$ cat config.mk
export PLATFORM = sky130hd
export DESIGN_NAME = ram_march_tester
export DESIGN_NICKNAME = d
export VERILOG_FILES = /design/src/rtl/rmt_pkg.sv /design/src/rtl/rmt_hold_timer.sv /design/src/rtl/rmt_dev_decode.sv /design/src/rtl/ram_march_tester.sv
export SDC_FILE = /design/constraint.sdc
export NUM_CORES = 1
export LEC_CHECK = 0
export ABC_AREA = 1
export ABC_CLOCK_PERIOD_IN_PS = 4300
export BUFFER_PORTS_ARGS = -buffer_cell sky130_fd_sc_hd__buf_4
export CORE_ASPECT_RATIO = 0.75
export CORE_UTILIZATION = 40
export CTS_BUF_LIST = sky130_fd_sc_hd__clkbuf_8
export CTS_CLUSTER_DIAMETER = 60
export DETAILED_ROUTE_END_ITERATION = 8
export PLACE_DENSITY_LB_ADDON = 0.05
export SLEW_MARGIN = 5
export SYNTH_ARGS = -nofsm -noshare
export SYNTH_HDL_FRONTEND = slang
export SYNTH_SLANG_ARGS = --single-unit
export TNS_END_PERCENT = 5
$ cat constraint.sdc
create_clock -name clk -period 4.3 [get_ports clk]
set_input_delay 0.215 -clock clk [delete_from_list [all_inputs] [get_ports clk]]
set_output_delay 0.215 -clock clk [all_outputs]
set_load 0.02 [all_outputs]
$ cat src/rtl/rmt_pkg.sv
package rmt_pkg;

    localparam int DW = 8;
    localparam logic [DW-1:0] PAT_A = 8'h55;
    localparam logic [DW-1:0] PAT_B = 8'hAA;
    localparam int NUM_PASSES = 13;

    typedef enum logic [2:0] {
        ST_IDLE,
        ST_WR,
        ST_RD,
        ST_CHK,
        ST_HOLD,
        ST_DONE,
        ST_FAIL
    } st_e;

    // one pass of the run: what is done at each address
    typedef struct packed {
        logic [1:0]    phase;
        logic          desc;
        logic          quick;
        logic          rd;
        logic          wr;
        logic          hold;
        logic [DW-1:0] rexp;
        logic [DW-1:0] wdat;
    } pass_t;

    function automatic pass_t pass_info(input logic [3:0] idx);
        pass_t p;
        p = '0;
        case (idx)
            4'd0:  begin p.phase = 2'd1; p.quick = 1'b1; end
            4'd1:  begin p.phase = 2'd2; p.wr = 1'b1; p.wdat = 8'h00; end
            4'd2:  begin p.phase = 2'd2; p.rd = 1'b1; p.rexp = 8'h00; p.wr = 1'b1; p.wdat = 8'hFF; end
            4'd3:  begin p.phase = 2'd2; p.rd = 1'b1; p.rexp = 8'hFF; p.wr = 1'b1; p.wdat = 8'h00; end
            4'd4:  begin p.phase = 2'd2; p.desc = 1'b1; p.rd = 1'b1; p.rexp = 8'h00; p.wr = 1'b1; p.wdat = 8'hFF; end
            4'd5:  begin p.phase = 2'd2; p.desc = 1'b1; p.rd = 1'b1; p.rexp = 8'hFF; p.wr = 1'b1; p.wdat = 8'h00; end
            4'd6:  begin p.phase = 2'd2; p.rd = 1'b1; p.rexp = 8'h00; end
            4'd7:  begin p.phase = 2'd3; p.wr = 1'b1; p.wdat = PAT_A; end
            4'd8:  begin p.phase = 2'd3; p.hold = 1'b1; end
            4'd9:  begin p.phase = 2'd3; p.rd = 1'b1; p.rexp = PAT_A; end
            4'd10: begin p.phase = 2'd3; p.wr = 1'b1; p.wdat = PAT_B; end
            4'd11: begin p.phase = 2'd3; p.hold = 1'b1; end
            4'd12: begin p.phase = 2'd3; p.rd = 1'b1; p.rexp = PAT_B; end
            default: p = '0;
        endcase
        return p;
    endfunction

endpackage

$ cat src/rtl/rmt_hold_timer.sv
module rmt_hold_timer #(
    parameter int WAIT_W = 32
) (
    input  logic              clk,
    input  logic              rst_n,
    input  logic              clear,
    input  logic              enable,
    input  logic [WAIT_W-1:0] limit,
    output logic              expired
);

    logic [WAIT_W-1:0] cnt_d, cnt_q;

    assign expired = (cnt_q == limit);

    always_comb begin
        cnt_d = cnt_q;
        if (clear)
            cnt_d = '0;
        else if (enable && !expired)
            cnt_d = cnt_q + 1'b1;
    end

    always_ff @(posedge clk or negedge rst_n) begin
        if (!rst_n) cnt_q <= '0;
        else        cnt_q <= cnt_d;
    end


    hold_bound_chk: assert property (@(posedge clk) disable iff (!rst_n)
        enable |-> (cnt_q <= limit));

endmodule

$ cat src/rtl/rmt_dev_decode.sv
module rmt_dev_decode #(
    parameter int ADDR_W = 8,
    parameter int N_DEV  = 4,
    parameter int DEV_W  = 2
) (
    input  logic [ADDR_W-1:0]       addr,
    input  logic [N_DEV*ADDR_W-1:0] bases,
    output logic [DEV_W-1:0]        idx
);

    logic [N_DEV-1:0] hit;

    for (genvar i = 0; i < N_DEV; i++) begin : g_cmp
        assign hit[i] = (addr >= bases[i*ADDR_W +: ADDR_W]);
    end

    // ascending bases: the highest matching entry wins
    always_comb begin
        idx = '0;
        for (int i = 0; i < N_DEV; i++)
            if (hit[i]) idx = DEV_W'(i);
    end

endmodule

$ cat src/rtl/ram_march_tester.sv
module ram_march_tester
    import rmt_pkg::*;
#(
    parameter  int ADDR_W = 8,
    parameter  int N_DEV  = 4,
    parameter  int WAIT_W = 32,
    localparam int DEV_W  = (N_DEV > 1) ? $clog2(N_DEV) : 1
) (
    input  logic                    clk,
    input  logic                    rst_n,
    input  logic                    start,
    input  logic [ADDR_W-1:0]       cfg_base,
    input  logic [ADDR_W:0]         cfg_size,
    input  logic [WAIT_W-1:0]       cfg_wait,
    input  logic [N_DEV*ADDR_W-1:0] cfg_dev_base,
    output logic [ADDR_W-1:0]       mem_addr,
    output logic                    mem_we,
    output logic                    mem_re,
    output logic [7:0]              mem_wdata,
    input  logic [7:0]              mem_rdata,
    output logic                    busy,
    output logic                    done,
    output logic                    fail,
    output logic [1:0]              fail_phase,
    output logic [ADDR_W-1:0]       fail_addr,
    output logic [DEV_W-1:0]        fail_dev,
    output logic [7:0]              fail_expect,
    output logic [7:0]              fail_actual
);

    localparam logic [3:0]    LAST_PASS = 4'(NUM_PASSES - 1);
    localparam logic [ADDR_W:0] ONE     = 1;

    typedef struct packed {
        st_e               st;
        logic [3:0]        pass;
        logic              sub;
        logic [ADDR_W:0]   cnt;
        logic [ADDR_W-1:0] base;
        logic [ADDR_W:0]   size;
        logic [1:0]        f_phase;
        logic [ADDR_W-1:0] f_addr;
        logic [DEV_W-1:0]  f_dev;
        logic [DW-1:0]     f_exp;
        logic [DW-1:0]     f_got;
    } regs_t;

    regs_t r_d, r_q;

    pass_t             pi, pn;
    logic [ADDR_W:0]   off;
    logic [ADDR_W-1:0] cur_addr;
    logic [DW-1:0]     pat, exp_val, wr_val;
    logic              last_addr, last_pass, adv;
    logic              hold_expired;
    logic [DEV_W-1:0]  dev_idx;

    function automatic st_e entry_state(input pass_t p);
        if (p.hold)                 return ST_HOLD;
        else if (p.quick || !p.rd)  return ST_WR;
        else                        return ST_RD;
    endfunction

    rmt_hold_timer #(.WAIT_W(WAIT_W)) u_hold (
        .clk     (clk),
        .rst_n   (rst_n),
        .clear   (r_q.st != ST_HOLD),
        .enable  (r_q.st == ST_HOLD),
        .limit   (cfg_wait),
        .expired (hold_expired)
    );

    rmt_dev_decode #(.ADDR_W(ADDR_W), .N_DEV(N_DEV), .DEV_W(DEV_W)) u_dec (
        .addr  (cur_addr),
        .bases (cfg_dev_base),
        .idx   (dev_idx)
    );

    always_comb begin
        pi        = pass_info(r_q.pass);
        pn        = pass_info(r_q.pass + 4'd1);
        off       = pi.desc ? (r_q.size - r_q.cnt - ONE) : r_q.cnt;
        cur_addr  = r_q.base + off[ADDR_W-1:0];
        pat       = r_q.sub ? PAT_B : PAT_A;
        exp_val   = pi.quick ? pat : pi.rexp;
        wr_val    = pi.quick ? pat : pi.wdat;
        last_addr = (r_q.cnt == r_q.size - ONE);
        last_pass = (r_q.pass == LAST_PASS);
        adv       = 1'b0;
        r_d       = r_q;

        case (r_q.st)
            ST_IDLE, ST_DONE, ST_FAIL: begin
                if (start) begin
                    r_d.base = cfg_base;
                    r_d.size = cfg_size;
                    r_d.cnt  = '0;
                    r_d.pass = '0;
                    r_d.sub  = 1'b0;
                    r_d.st   = (cfg_size == '0) ? ST_DONE : entry_state(pass_info(4'd0));
                end
            end
            ST_WR: begin
                if (pi.quick) r_d.st = ST_RD;
                else          adv = 1'b1;
            end
            ST_RD: r_d.st = ST_CHK;
            ST_CHK: begin
                if (mem_rdata != exp_val) begin
                    r_d.st      = ST_FAIL;
                    r_d.f_phase = pi.phase;
                    r_d.f_addr  = cur_addr;
                    r_d.f_dev   = dev_idx;
                    r_d.f_exp   = exp_val;
                    r_d.f_got   = mem_rdata;
                end else if (pi.quick && !r_q.sub) begin
                    r_d.sub = 1'b1;
                    r_d.st  = ST_WR;
                end else if (pi.quick) begin
                    adv = 1'b1;
                end else if (pi.wr) begin
                    r_d.st = ST_WR;
                end else begin
                    adv = 1'b1;
                end
            end
            ST_HOLD: begin
                if (hold_expired) begin
                    r_d.pass = r_q.pass + 4'd1;
                    r_d.cnt  = '0;
                    r_d.st   = entry_state(pn);
                end
            end
            default: r_d.st = ST_IDLE;
        endcase

        if (adv) begin
            r_d.sub = 1'b0;
            if (!last_addr) begin
                r_d.cnt = r_q.cnt + ONE;
                r_d.st  = entry_state(pi);
            end else if (last_pass) begin
                r_d.st = ST_DONE;
            end else begin
                r_d.pass = r_q.pass + 4'd1;
                r_d.cnt  = '0;
                r_d.st   = entry_state(pn);
            end
        end
    end

    always_ff @(posedge clk or negedge rst_n) begin
        if (!rst_n) r_q <= '0;
        else        r_q <= r_d;
    end

    assign mem_addr    = cur_addr;
    assign mem_we      = (r_q.st == ST_WR);
    assign mem_re      = (r_q.st == ST_RD);
    assign mem_wdata   = wr_val;
    assign busy        = (r_q.st == ST_WR) || (r_q.st == ST_RD) ||
                         (r_q.st == ST_CHK) || (r_q.st == ST_HOLD);
    assign done        = (r_q.st == ST_DONE) || (r_q.st == ST_FAIL);
    assign fail        = (r_q.st == ST_FAIL);
    assign fail_phase  = r_q.f_phase;
    assign fail_addr   = r_q.f_addr;
    assign fail_dev    = r_q.f_dev;
    assign fail_expect = r_q.f_exp;
    assign fail_actual = r_q.f_got;


    rd_then_quiet_chk: assert property (@(posedge clk) disable iff (!rst_n)
        mem_re |=> (!mem_re && !mem_we));


    range_chk: assert property (@(posedge clk) disable iff (!rst_n)
        (mem_we || mem_re) |-> ({1'b0, ADDR_W'(mem_addr - r_q.base)} < r_q.size));


    fail_done_chk: assert property (@(posedge clk) disable iff (!rst_n)
        fail |-> (done && !busy));


    no_access_after_end_chk: assert property (@(posedge clk) disable iff (!rst_n)
        done |-> (!mem_we && !mem_re));


    fail_hold_chk: assert property (@(posedge clk) disable iff (!rst_n)
        (fail && !start) |=> (fail && $stable(fail_addr) && $stable(fail_phase)));

endmodule

* Word-level counts from Yosys, hierarchy flattened *
Cells that the tools add are included.
Widths: inputs -> output; s select.

word-level totals
  register bits = 94
  input bits = 92
  output and inout port bits = 49
  word-level logic and storage cells = 145

cells by class
  $add $sub $neg = 7
  $lt $le $gt $ge = 3
  eq/ne operators = 38
  muxes and demuxes = 52
  reduce and logical (&&, ||, !) cells = 33

operators with widths
  kind                   number
  $mux 32                2
  $pmux 8 s3             2
  $eq 4x4->1 const B     9
  $mux 34                1
  $add 32x1->32 const B  1
  $eq 32x32->1           1
  $mux 8                 4
  $mux 3                 10
  $eq 4x3->1 const B     7
  $mux 9                 3
  $ge 8x8->1             3
  $reduce_or 7->1        3
  $pmux 9 s2             1
  $mux 17                1
  $eq 4x2->1 const B     4
  $mux 1                 16
  $ne 3x3->1 const B     5
  $pmux 3 s5             1
  $reduce_or 6->1        2
  $ne 5x5->1 const B     2
  $reduce_or 2->1        5
  $add 9x1->9 const B    1
  $eq 3x3->1 const B     3
  $eq 9x9->1             1
  28 further kinds       45

* Depth between registers and ports, before layout *
  depth in word-level cells = 13
  mapped depth = 23
  depth with buffers taken out = 22

* Cells and area by module *
A second synthesis with hierarchy kept.

unflattened totals
  cells, all modules = 1216
  area total of the unflattened synthesis = 8085.3 um^2

by module, submodules not included
  module            times used  cells each  area an instance (um^2)  seq. area each (um^2)
  ram_march_tester  1           667         4630.7                   1401.3
  rmt_hold_timer    1           448         2808.9                   800.8
  rmt_dev_decode    1           101         645.6                    0.0

* Least setup slack after synthesis *
OpenSTA, ideal clock, no wires.

  path kind = register to register
  from = reg r_q[55] (netlist bit)
  to = reg r_q (netlist bit fail_dev[0])
  library setup time = 0.082 ns
  data arrival time = 4.087 ns
  data required time = 4.218 ns
  path slack = 0.131 ns
  cell stages (with the launch flop) = 23
  buffers on the path = 2
  period minus slack after synthesis = 4.169 ns
  path through = dfrtp_1 inv_1 ha_1 clkbuf_2 nand2_2 nand2_1 clkbuf_1 nand2_1 o21ai_0 ha_1 inv_1 fa_1 o21ai_0 a21oi_1 nor2_1 nor2_1 xnor2_1 ha_1 nand4_1 inv_1 a211oi_1 nand2_1 a31oi_1

between the ends
  cells in the longest elaborated chain, start to end = 9
  elaborated cells between the ends (all ways) = 22
  those cells by class = add/sub (1); order compare (3); eq/ne (6); mux (8); reduce/logical (4)

RTL lines
  what                                  RTL line                 source
  start: declaration                    ram_march_tester.sv:48   regs_t r_d, r_q;
  start signal: assignment              ram_march_tester.sv:154  else r_q <= r_d;
  $eq 4x3->1                            rmt_pkg.sv:33            case (idx)
  $reduce_or 2->1 (no source line) (*)  n/a
  $mux 1 (*)                            rmt_pkg.sv:33
  $mux 8 (*)                            ram_march_tester.sv:82   off = pi.desc ? (r_q.size - r_q.cnt - ONE) : r_q.cnt;
  $add 8x8->8 (*)                       ram_march_tester.sv:83   cur_addr = r_q.base + off[ADDR_W-1:0];
  via mem_addr[6]                       ram_march_tester.sv:16   output logic [ADDR_W-1:0] mem_addr,
  $ge 8x8->1                            rmt_dev_decode.sv:14     assign hit[i] = (addr >= bases[i*ADDR_W +: ADDR_W]);
  $mux 1                                rmt_dev_decode.sv:21     if (hit[i]) idx = DEV_W'(i);
  $mux 2                                rmt_dev_decode.sv:21
  $mux 2 (*)                            rmt_dev_decode.sv:21

Mark *: on every way through the listed nets, which the timed path passes. The rest lies on a longest branch.
A chain may end at the register's enable or synchronous reset.

* Worst setup path in the final report *
  from = reg r_q[45] (netlist bit)
  to = reg r_q (netlist bit fail_dev[0])

between the ends
  cells in the longest elaborated chain, start to end = 8
  elaborated cells between the ends (all ways) = 10
  those cells by class = add/sub (3); order compare (3); mux (4)

RTL lines
  what             RTL line
  $sub 8x8->8      ram_march_tester.sv:82
  $sub 8x1->8      ram_march_tester.sv:82
  $mux 8 (*)       ram_march_tester.sv:82
  $add 8x8->8 (*)  ram_march_tester.sv:83
  $ge 8x8->1       rmt_dev_decode.sv:14
  $mux 1           rmt_dev_decode.sv:21
  $mux 2           rmt_dev_decode.sv:21
  $mux 2 (*)       rmt_dev_decode.sv:21

Every way passes the cells marked *; elsewhere a longest branch is shown, timed or not.

==> out/results.tsv <==
stage	metric	value	unit
finish	diode count	0	
detailed_routing	Top Layer Used	met4	
clock_network	cts bufs inserted	9	
pwr	Pleak	4.48	nW
worst_setup_path	CP endpoint	fail_dev[0]$_DFFE_PN0P_	
floorplanning	core area	0.0185	mm2
worst_setup_path	CP arrival	4.30	ns
sta	Slew @ Worst Pin	0.810	ns
worst_hold_path	hold crit path type	in2reg	
synth	top post-synthesis cells by count	nand2_1 (305), inv_1 (140), nor2_1 (113)	
synth	Synth Flop Type	dfrtp_1	
run	max-cap violations	0	
sta	final setup margin	0.303	ns
synth	leading area contributor after synthesis	dfrtp_1	
worst_setup_path	worst-path maximum fanout	5	
worst_setup_path	startpoint class of the critical path	flip-flop	
synth	share of the synthesized area in the top cell type	0.291	
global_routing	global-route wire length before repair	36.0	mm
detailed_routing	routed wl met2	8.07	mm
detailed_routing	drt drc	0	
placement	Placer Congestion	0.940	
floorplanning	Die H	121	um
sta	f_max	250	MHz
worst_setup_path	Reg2Reg Depth	23	
finish	share of layout cells above drive strength 1	0.160	
sta	Tmin final	4.00	ns
finish	area grow syn2layout	17.1	%
floorplanning	Initial Util	0.409	
detailed_routing	TritonRoute pass-1 iters	7	
detailed_routing	met3 wire length	1.81	mm
sta	# setup viols final	0	
pwr	Power Density	634	mW/mm2
worst_setup_path	crit end category	flip-flop	
sta	max_slew headroom	0.459	
synth	post-synthesis cell count	1122	
pwr	maximum VDD drop	0.361	mV
detailed_routing	via/cell ratio	4.97	
global_routing	GRT Overall Usage	0.237	
global_routing	largest net degree at the start of global routing	60	
sta	Final Hold Vio Count	0	
synth	synth warn	0	
worst_setup_path	Critical Path RT	4.61	ns
synth	fraction of registers with async set/reset	1.00	
synth	most frequent cell after synthesis	nand2_1	
detailed_routing	ANT nets after route	0	
worst_setup_path	R2R Setup Slk	0.30	ns
detailed_routing	Vias	7357	
clock_network	CTS Sinks	88	
placement	DP Wirelength	17.6	mm
worst_setup_path	Critical R2R Capture	fail_dev[0]$_DFFE_PN0P_	
global_routing	initial antenna violation count	0	
placement	dpl cell area	0.00863	mm2
floorplanning	die footprint	0.0195	mm2
floorplanning	Die W	161	um
global_routing	vias in the first global route	6710	
placement	dpl ws	0.222	ns
clock_network	CTS HTree Levels	3	
synth	syn_nets	1264	
outcome	outcome	completed	
clock_network	CTS max path bufs	2	
clock_network	CTS tree	yes	
synth	register area share after synthesis	0.291	
global_routing	GRT overflow	0	
floorplanning	Core Rows	43	
clock_network	clk_lat worst skew	0.38	ns
synth	top post-synthesis cells by area	dfrtp_1 (29%), nand2_1 (15%), ha_1 (7.9%)	
detailed_routing	initial drt markers	549	
worst_setup_path	Worst R2R Start	r_q[45]$_DFF_PN0_	
finish	design area	0.00887	mm2
sta	unrepaired setup endpoints after global routing	false	
clock_network	clk root buf	clkbuf_8	
floorplanning	I/O pins	141	
sta	Tcrit/Tclk final	0.930	
sta	Max Slew Vio Count	0	
placement	Port Buffers	132	
worst_setup_path	Setup crit start	r_q[45]$_DFF_PN0_	
detailed_routing	drt total wl	22.1	mm
synth	average size of a mapped cell	6.75	um2
synth	synth unique cells	44	
worst_setup_path	WS Path Type	reg2reg	
detailed_routing	M1 WL	12.1	mm
clock_network	clk slew on worst S/H paths	0.10	ns
detailed_routing	Routed WL per cell	15.0	um
sta	Hold WS	0.0276	ns
synth	flops & latches, synth	88	
sta	Worst Skew	0.00852	ns
synth	Cell Area, Synth	0.00757	mm2
finish	nets	1369	
sta	Fin Setup TNS	0	ns
synth	count of flip-flops with a built-in enable after synthesis	0	
[through the flow]
step / cells / total power, mW / utilization
final: 1479 / 5.62 / 0.479
after global routing: 1479 / 6.19 / 0.479
after CTS: 1479 / 5.62 / 0.479
after detailed placement: 1462 / 4.92 / 0.466
after global placement: 1462 / 4.91 / 0.466
after floorplan: 1122 / 3.88 / -
[repair_timing]
item                                    CTS  global route
hold endpoints to repair                 58             0
setup buffers                             0             0
hold buffers                              1             0
gates resized for setup                   0             5
endpoints found under the setup margin    0             2
[logic make-up (layout without fill, tap and decap cells)]
group / count (synthesis) / count (layout) / share of synthesized area
and+or+nand+nor: 598 / 598 / 0.346
buffers and inverters: 201 / 311 / 0.121
AOI/OAI and AO/OA: 128 / 128 / 0.0914
DFF: 88 / 88 / 0.291
xor gates and xnor gates: 57 / 57 / 0.0659
adders and majority gates: 50 / 50 / 0.0846
[area by class of cell]
cell class              instances  area (um2)
clock inverters                 7        95.1
flip-flops and latches         88        2200
well taps                     247         309
inverters                     145         547
repair buffers                150        1130
fillers                      1958        9640
multi-input cells             833        4460
clock buffers                   9         124
[routing by layer]
layer,vias up,track usage
met5,-,0
met4,0,0.0383
met3,10,0.0509
met2,232,0.303
met1,3301,0.393
li1,3814,-
[power by group]
group          leakage [nW]  switching [mW]  internal, mW
sequential             1.15           0.244          1.06
clock                 0.109           0.341         0.329
combinational          3.21            2.21          1.44
total                  4.48            2.79          2.83
[worst max-delay path, cell delays in order, from the launching register on]
cell and delay, ns:
dfrtp_1 0.43, inv_1 0.11, ha_1 0.18, inv_1 0.05
fa_1 0.41, o21ai_2 0.18, nand2_1 0.08, nand2_1 0.06
a21oi_1 0.07, xor2_1 0.14, a21oi_1 0.14, ha_1 0.29
a21oi_1 0.14, nand3_1 0.10, xor2_1 0.16, xor2_1 0.18
buf_4 0.18, ha_1 0.30, nand2_1 0.08, nor2_1 0.15
nand4_1 0.10, o2111ai_1 0.15, nand2_1 0.09, a31oi_1 0.16
[worst min-delay path by stage]
stage / start / end / slack, ns / cells after the start
floorplan: rst_n / fail_actual[0]$_DFFE_PN0P_ / -0.08 / 0
global placement: rst_n / r_q[57]$_DFF_PN0_ / 0.35 / 1
detailed placement: rst_n / r_q[57]$_DFF_PN0_ / 0.36 / 1
CTS: cfg_base[6] / r_q[43]$_DFFE_PN0P_ / 0.01 / 3
global route: cfg_base[5] / r_q[42]$_DFFE_PN0P_ / 0.03 / 3
finish: cfg_base[7] / r_q[44]$_DFFE_PN0P_ / 0.03 / 3
[flip-flops by register name, indices dropped and copies added, names as in the netlist]
register / cells
r_q: 34
u_hold.cnt_q: 32
fail_actual: 8
fail_addr: 8
fail_dev: 2
fail_expect: 2
fail_phase: 2
[cell usage in the layout (no fill, tap or decap), types with 35 or more instances in the layout]
cell     count
nand2_1    305
buf_4      149
inv_1      141
nor2_1     113
dfrtp_1     88
nand3_1     72
o21ai_0     68
ha_1        48
nand4_1     40
xor2_1      35
Note: power is estimated with default switching activity, not from simulation.
